### src/rtl/recip_pkg.sv
package recip_pkg;

  // Register stages inside each pipelined multiplier.
  localparam int unsigned MUL_STAGES = 4;

  // Rounded reciprocal of the midpoint of interval idx, scaled by 2^seed_w.
  // Interval idx covers [1 + idx/2^k, 1 + (idx+1)/2^k).
  function automatic longint unsigned midpoint_recip(int unsigned idx,
                                                     int unsigned k,
                                                     int unsigned seed_w);
    longint unsigned num;
    longint unsigned den;
    num = 64'd1 << (seed_w + k + 1);
    den = (64'd1 << (k + 1)) + 64'(2 * idx + 1);
    return (2 * num + den) / (2 * den);
  endfunction

endpackage

### src/rtl/recip_seed_rom.sv
module recip_seed_rom
  import recip_pkg::*;
#(
  parameter int unsigned IDX_W   = 8,
  parameter int unsigned GUARD_W = 3
) (
  input  logic [IDX_W-1:0]       idx,
  output logic [IDX_W+GUARD_W:0] seed
);

  localparam int unsigned ENT_W  = IDX_W + GUARD_W;
  localparam int unsigned SEED_W = ENT_W + 1;
  localparam int unsigned DEPTH  = 1 << IDX_W;

  // Entries keep only the bits after the leading one, which is always set.
  logic [ENT_W-1:0] tbl [DEPTH];

  for (genvar i = 0; i < DEPTH; i++) begin : g_ent
    localparam longint unsigned FULL = midpoint_recip(i, IDX_W, SEED_W);
    assign tbl[i] = ENT_W'(FULL - (64'd1 << ENT_W));
  end

  assign seed = {1'b1, tbl[idx]};

endmodule

### src/rtl/recip_mul_pipe.sv
module recip_mul_pipe
  import recip_pkg::*;
#(
  parameter int unsigned A_W = 17,
  parameter int unsigned B_W = 12
) (
  input  logic                  clk,
  input  logic [MUL_STAGES-1:0] stage_en,
  input  logic [A_W-1:0]        a,
  input  logic [B_W-1:0]        b,
  output logic [A_W+B_W-1:0]    prod
);

  localparam int unsigned SL_W = (B_W + 3) / 4;
  localparam int unsigned BP_W = 4 * SL_W;
  localparam int unsigned PP_W = A_W + SL_W;
  localparam int unsigned HF_W = A_W + 2 * SL_W + 1;
  localparam int unsigned SM_W = A_W + BP_W;
  localparam int unsigned PR_W = A_W + B_W;

  logic [BP_W-1:0] b_pad;
  logic [PP_W-1:0] pp_d [4];
  logic [PP_W-1:0] pp_q [4];
  logic [HF_W-1:0] hf_d [2];
  logic [HF_W-1:0] hf_q [2];
  logic [SM_W-1:0] sm_d;
  logic [SM_W-1:0] sm_q;
  logic [PR_W-1:0] pr_q;

  assign b_pad = BP_W'(b);

  // Stage 1 next state: one partial product per slice of b.
  for (genvar j = 0; j < 4; j++) begin : g_pp
    assign pp_d[j] = PP_W'(a) * PP_W'(b_pad[j*SL_W +: SL_W]);
  end

  // Stage 2 next state: pairwise merge of adjacent slices.
  for (genvar h = 0; h < 2; h++) begin : g_half
    assign hf_d[h] = HF_W'(pp_q[2*h]) + (HF_W'(pp_q[2*h+1]) << SL_W);
  end

  // Stage 3 next state: final merge.
  assign sm_d = SM_W'(hf_q[0]) + (SM_W'(hf_q[1]) << (2 * SL_W));

  always_ff @(posedge clk) begin
    if (stage_en[0]) pp_q <= pp_d;
    if (stage_en[1]) hf_q <= hf_d;
    if (stage_en[2]) sm_q <= sm_d;
    if (stage_en[3]) pr_q <= sm_q[PR_W-1:0];
  end

  assign prod = pr_q;

endmodule

### src/rtl/recip_nr.sv
module recip_nr
  import recip_pkg::*;
#(
  parameter int unsigned FRAC_W  = 16,
  parameter int unsigned OUT_W   = 16,
  parameter int unsigned IDX_W   = 8,
  parameter int unsigned GUARD_W = 3
) (
  input  logic              clk,
  input  logic              rst_n,
  input  logic              in_vld,
  input  logic [FRAC_W-1:0] in_mant,
  output logic              out_vld,
  output logic [OUT_W-1:0]  out_recip
);

  localparam int unsigned SEED_W = IDX_W + GUARD_W + 1;
  localparam int unsigned X_W    = FRAC_W + 1;
  localparam int unsigned PF     = FRAC_W + SEED_W;
  localparam int unsigned P_W    = X_W + SEED_W;
  localparam int unsigned T_W    = PF + 2;
  localparam int unsigned Y_W    = T_W + SEED_W;
  localparam int unsigned SH     = SEED_W + PF - OUT_W;
  localparam int unsigned Q_W    = Y_W + 1 - SH;
  localparam int unsigned LAT    = 2 * MUL_STAGES + 2;
  localparam int unsigned OCC_W  = $clog2(LAT + 1);
  localparam logic [T_W-1:0] CORR_ONE = T_W'(1) << PF;
  localparam logic [T_W-1:0] CORR_TOL = T_W'(1) << (PF - IDX_W + 1);

  // Reset: asserted asynchronously, released on a clock edge.
  logic [1:0] rs_q;
  logic       rst_s_n;

  always_ff @(posedge clk or negedge rst_n) begin
    if (!rst_n) rs_q <= 2'b00;
    else        rs_q <= {rs_q[0], 1'b1};
  end
  assign rst_s_n = rs_q[1];

  // Valid pipeline; bit n marks data held after register n+1.
  logic [LAT-1:0] vld_d;
  logic [LAT-1:0] vld_q;

  assign vld_d = {vld_q[LAT-2:0], in_vld};

  always_ff @(posedge clk or negedge rst_s_n) begin
    if (!rst_s_n) vld_q <= '0;
    else          vld_q <= vld_d;
  end

  // Register 1: seed lookup.
  logic [SEED_W-1:0] seed_w;
  logic [X_W-1:0]    x_q;
  logic [SEED_W-1:0] s_q;

  recip_seed_rom #(
    .IDX_W   (IDX_W),
    .GUARD_W (GUARD_W)
  ) u_seed_rom (
    .idx  (in_mant[FRAC_W-1 -: IDX_W]),
    .seed (seed_w)
  );

  always_ff @(posedge clk) begin
    if (in_vld) begin
      x_q <= {1'b1, in_mant};
      s_q <= seed_w;
    end
  end

  // Registers 2..5: x * y0, with the seed delayed alongside.
  logic [P_W-1:0]    p_w;
  logic [SEED_W-1:0] s_dl [MUL_STAGES];

  recip_mul_pipe #(
    .A_W (X_W),
    .B_W (SEED_W)
  ) u_mul_xy (
    .clk      (clk),
    .stage_en (vld_q[MUL_STAGES-1:0]),
    .a        (x_q),
    .b        (s_q),
    .prod     (p_w)
  );

  always_ff @(posedge clk) begin
    if (vld_q[0]) s_dl[0] <= s_q;
    for (int j = 1; j < MUL_STAGES; j++) begin
      if (vld_q[j]) s_dl[j] <= s_dl[j-1];
    end
  end

  // Register 6: correction term 2 - x*y0.
  logic [T_W-1:0]    t_d;
  logic [T_W-1:0]    t_q;
  logic [SEED_W-1:0] st_q;

  assign t_d = (T_W'(1) << (PF + 1)) - T_W'(p_w);

  always_ff @(posedge clk) begin
    if (vld_q[MUL_STAGES]) begin
      t_q  <= t_d;
      st_q <= s_dl[MUL_STAGES-1];
    end
  end

  // Registers 7..10: y0 * (2 - x*y0).
  logic [Y_W-1:0] y_w;

  recip_mul_pipe #(
    .A_W (T_W),
    .B_W (SEED_W)
  ) u_mul_ty (
    .clk      (clk),
    .stage_en (vld_q[2*MUL_STAGES:MUL_STAGES+1]),
    .a        (t_q),
    .b        (st_q),
    .prod     (y_w)
  );

  // Round to nearest, then clamp a result of 1.0 to all ones.
  logic [Y_W:0]   y_rnd;
  logic [Q_W-1:0] q_w;
  logic           sat_w;

  always_comb begin
    y_rnd     = (Y_W+1)'(y_w) + ((Y_W+1)'(1) << (SH - 1));
    q_w       = Q_W'(y_rnd >> SH);
    sat_w     = |q_w[Q_W-1:OUT_W];
    out_recip = sat_w ? '1 : q_w[OUT_W-1:0];
  end

  assign out_vld = vld_q[LAT-1];

  // Occupancy count kept only for checking.
  logic [OCC_W-1:0] occ_d;
  logic [OCC_W-1:0] occ_q;

  assign occ_d = occ_q + OCC_W'(in_vld) - OCC_W'(out_vld);

  always_ff @(posedge clk or negedge rst_s_n) begin
    if (!rst_s_n) occ_q <= '0;
    else          occ_q <= occ_d;
  end


  lat_occupancy_chk: assert property (@(posedge clk) disable iff (!rst_s_n)
    $countones(vld_q) == int'(occ_q));


  corr_window_chk: assert property (@(posedge clk) disable iff (!rst_s_n)
    vld_q[MUL_STAGES+1] |-> (t_q > CORR_ONE - CORR_TOL) && (t_q < CORR_ONE + CORR_TOL));


  range_floor_chk: assert property (@(posedge clk) disable iff (!rst_s_n)
    out_vld |-> out_recip[OUT_W-1]);


  result_known_chk: assert property (@(posedge clk) disable iff (!rst_s_n)
    out_vld |-> !$isunknown(out_recip));


  idle_hold_chk: assert property (@(posedge clk) disable iff (!rst_s_n)
    !out_vld |-> $stable(out_recip));

endmodule

### config.mk
export PLATFORM = sky130hd
export DESIGN_NAME = recip_nr
export DESIGN_NICKNAME = d
export VERILOG_FILES = /design/src/rtl/recip_pkg.sv /design/src/rtl/recip_seed_rom.sv /design/src/rtl/recip_mul_pipe.sv /design/src/rtl/recip_nr.sv
export SDC_FILE = /design/constraint.sdc
export NUM_CORES = 2
export LEC_CHECK = 0
export ABC_AREA = 1
export BUFFER_PORTS_ARGS = -buffer_cell sky130_fd_sc_hd__buf_4
export CAP_MARGIN = 20
export CORE_UTILIZATION = 40
export CTS_CLUSTER_DIAMETER = 150
export CTS_CLUSTER_SIZE = 25
export DETAILED_ROUTE_END_ITERATION = 7
export SYNTH_ARGS = -nofsm -noshare
export SYNTH_HDL_FRONTEND = slang
export SYNTH_SLANG_ARGS = --single-unit
### constraint.sdc
create_clock -name clk -period 3.1 [get_ports clk]
set_input_delay 0.155 -clock clk [delete_from_list [all_inputs] [get_ports clk]]
set_output_delay 0.155 -clock clk [all_outputs]
set_load 0.02 [all_outputs]
==> impl_metrics.ini <==
[run_status]
outcome = finished clean

[route]
wl_um = 139000
post-route-drc-count = 0
drt_iter0_markers = 2664
drtPass1Iterations = 6
routed_via_density = 5.05
vias = 42500
wl_per_cell_um = 16.6
ant_nets = 0

[place]
place_area_um2 = 53100
place_inst = 8339
hpwl_um = 115000
gp_congestion = 0.952
dp_slack_ns = 0.0514
portBuffers = 35

[sta]
hold_viol = 0
period_minus_slack_ns = 3.05
report.final.slew_viol_count = 0
period_share = 0.984
skew_ns = 0.0402
holdWs_ns = 0.0811
setup_ws_ns = 0.0498
setup_viol = 0
rsz0062_at_grt = yes
slew_headroom = 0.389
fmax_ghz = 0.328
tightest_slew_ns = 0.916
finalSetupTns_ns = 0

[critical_path]
cp_num_buf_inv = 3
timing.reg2reg.setup_slack_ns = 0.05
critPathRequiredTime_ns = 3.46
r2r_cells = 14
r2r-start = st_q[9]
crit_path_end_kind = flop
rr_endpoint = u_mul_ty.pp_q[31]
crit_chain = buf_4 > clkbuf_16 > nand2_1 > inv_1 > fa_1 > ha_1 > a21oi_1 > o21ai_0 > a21oi_1 > nand2_1 > nand2_1 > nand2_1 > nand2_1 > nand2_1
critPathLaunchType = flop
cp_max_fo = 15
critPathTopFamily = adder cells
slowest_delay_ns = 0.44
crit_top_cell = nand2_1
worstSetupPathType = reg2reg
cp.arrival_ns = 3.41
critPathSlowestCell = edfxtp_1

[synth]
ys_ff_latch = 543
synth_cell_types = 49
yosysTopAreaCellShare = 0.332
ys.flop_type = edfxtp_1
synth_edf_count = 531
seq_area_frac_synth = 0.338
synthArstFlopShare = 0.0221
avgSynthCellArea_um2 = 7.42
yosysMostFrequentCell = nand2_1
synth_cells = 6471
yosysTopAreaCell = edfxtp_1
post_synth_instance_area_um2 = 48000
synth_area_leaders = edfxtp_1 (33%), nand2_1 (17%), ha_1 (9.3%)
yosys_warnings = 0
synthTopCellsByCount = nand2_1 (2,120), inv_1 (1,066), edfxtp_1 (531)
synth_fp_nets = 7032

[power_and_ir_drop]
p_switching_mw = 19.9
power_density_nw_per_um2 = 777
p_seq_frac = 0.309
clock_power_share = 0.099
ir_worst_vdd_mv = 0.498
pwr-share-comb = 0.592
p_leak_nw = 27.7
p_int_mw = 22.4
finalPower_mw = 42.2
switching_share = 0.470

[layout]
fin_util = 0.458
nNetsFinal = 7363
stdcell_count = 8425
area_growth_pct = 13.1
post_route_cells_drive_above_1_share = 0.0771
final_cell_area_um2 = 54300

[hold_path]
worstHoldStart = in_mant[10]
min_to = x_q[10]
hold_class = in2reg
whs_path_depth = 2

[floorplan]
die_area_um2 = 121000
start_util = 0.405
die_width_um = 349
core_um2 = 119000
fp.dieH_um = 349
boundaryPins = 36
row_count = 126

[clock_network]
h-tree-depth = 1
cts-root-buf = clkbuf_16
ctsLongestPathBuffers = 3
clock_latency_ns = 0.66
clkSlewWorstSetupHoldPaths_ns = 0.11
cts_tree = built
cts_made_buffers = 27
clkSinkCount = 543

[global_routing]
grt_max_degree = 69
track_usage = 0.225
antenna_found_initial = 1
grt_pass1_wl_um = 218000
overflow = 0
grt_pass1_vias = 40900

[job]
cap_violations = 0
-- cell type report --
type | instances | area (µm²)
Sequential cell | 543 | 16300
Antenna cell | 2 | 5.00
Clock buffer | 44 | 739
Multi-Input combinational cell | 4717 | 27300
Clock inverter | 6 | 88.8
Inverter | 1071 | 4020
Tap cell | 1600 | 2000
Timing Repair Buffer | 442 | 3930
Fill cell | 12100 | 64200
-- worst max path at each step --
| stage | from | to | cells after the start |
|---|---|---|---|
| final | st_q[9] | u_mul_ty.pp_q[31] | 14 |
| after global routing | st_q[9] | u_mul_ty.pp_q[31] | 14 |
| after CTS | t_q[2] | u_mul_ty.pp_q[59] | 14 |
| after detailed placement | t_q[2] | u_mul_ty.pp_q[59] | 14 |
| after global placement | t_q[2] | u_mul_ty.pp_q[28] | 16 |
| after floorplan | s_q[2] | u_mul_xy.pp_q[72] | 13 |
-- layer usage --
layer,global-route usage,up-vias,part of all wire,wire length (µm)
li1,-,21400,-,-
met5,0,-,0,0
met1,0.287,19800,0.43,59900
met3,0.0160,202,0.042,5930
met4,0.0677,0,0.032,4440
met2,0.406,1054,0.50,69200
-- worst reg2reg max path, delay by kind of cell, from the launching register on --
kind,cells,cell delay [ns]
buffers and inverters,3,0.39
and+or+nand+nor,6,0.62
adders and majority gates,2,0.78
AOI/OAI and AO/OA,3,0.56
DFF,1,0.44
-- registers in the layout (all words and copies together), names as in the netlist, 29 cells and up --
| name | count |
|---|---|
| u_mul_ty.pp_q | 129 |
| u_mul_xy.pp_q | 80 |
| u_mul_ty.hf_q | 67 |
| u_mul_xy.hf_q | 47 |
| s_dl | 44 |
| t_q | 30 |
| u_mul_xy.prod | 29 |
| u_mul_xy.sm_q | 29 |
-- power groups by stage --
stage                     clock (mW)  combinational (mW)  sequential [mW]
final                           4.18                25.0             13.0
after global routing            4.54                28.2             13.2
after CTS                       4.35                24.9             13.1
after detailed placement           0                24.7             13.3
after global placement             0                24.6             13.3
after floorplan                    0                16.7             12.4
-- repair_timing --
item,CTS,global route
hold buffers,17,0
setup buffers,0,16
setup endpoints to repair,0,64
gates resized for setup,0,46
hold endpoints to repair,46,0
-- cell families (layout without fill, tap and decap cells) --
group / Yosys count / after routing / share of synthesized area
flip-flops: 543 / 543 / 0.338
buffers and inverters: 1211 / 1563 / 0.0961
XOR/XNOR: 219 / 219 / 0.0399
adder cells (fa/ha/maj): 542 / 542 / 0.170
AO/OA/AOI/OAI: 764 / 764 / 0.0849
AND/OR/NAND/NOR: 3191 / 3191 / 0.271
other: 1 / 3 / 0.0000781
-- layout by cell type, fill, tap and decap left out, types with 14 or more instances in the layout --
master / n
nand3_1: 360
edfxtp_1: 531
xnor2_1: 40
clkbuf_16: 28
o21bai_1: 22
o21ai_0: 237
nor3_1: 100
fa_1: 182
nor2_1: 465
buf_4: 377
clkbuf_1: 17
a21o_1: 32
dlygate4sd3_1: 17
nand4_1: 75
inv_1: 1066
a31oi_1: 18
o211ai_1: 17
xor2_1: 179
ha_1: 352
buf_12: 43
nor4_1: 14
a21oi_1: 398
nand2_1: 2114
(Power assumes the default switching activity.)
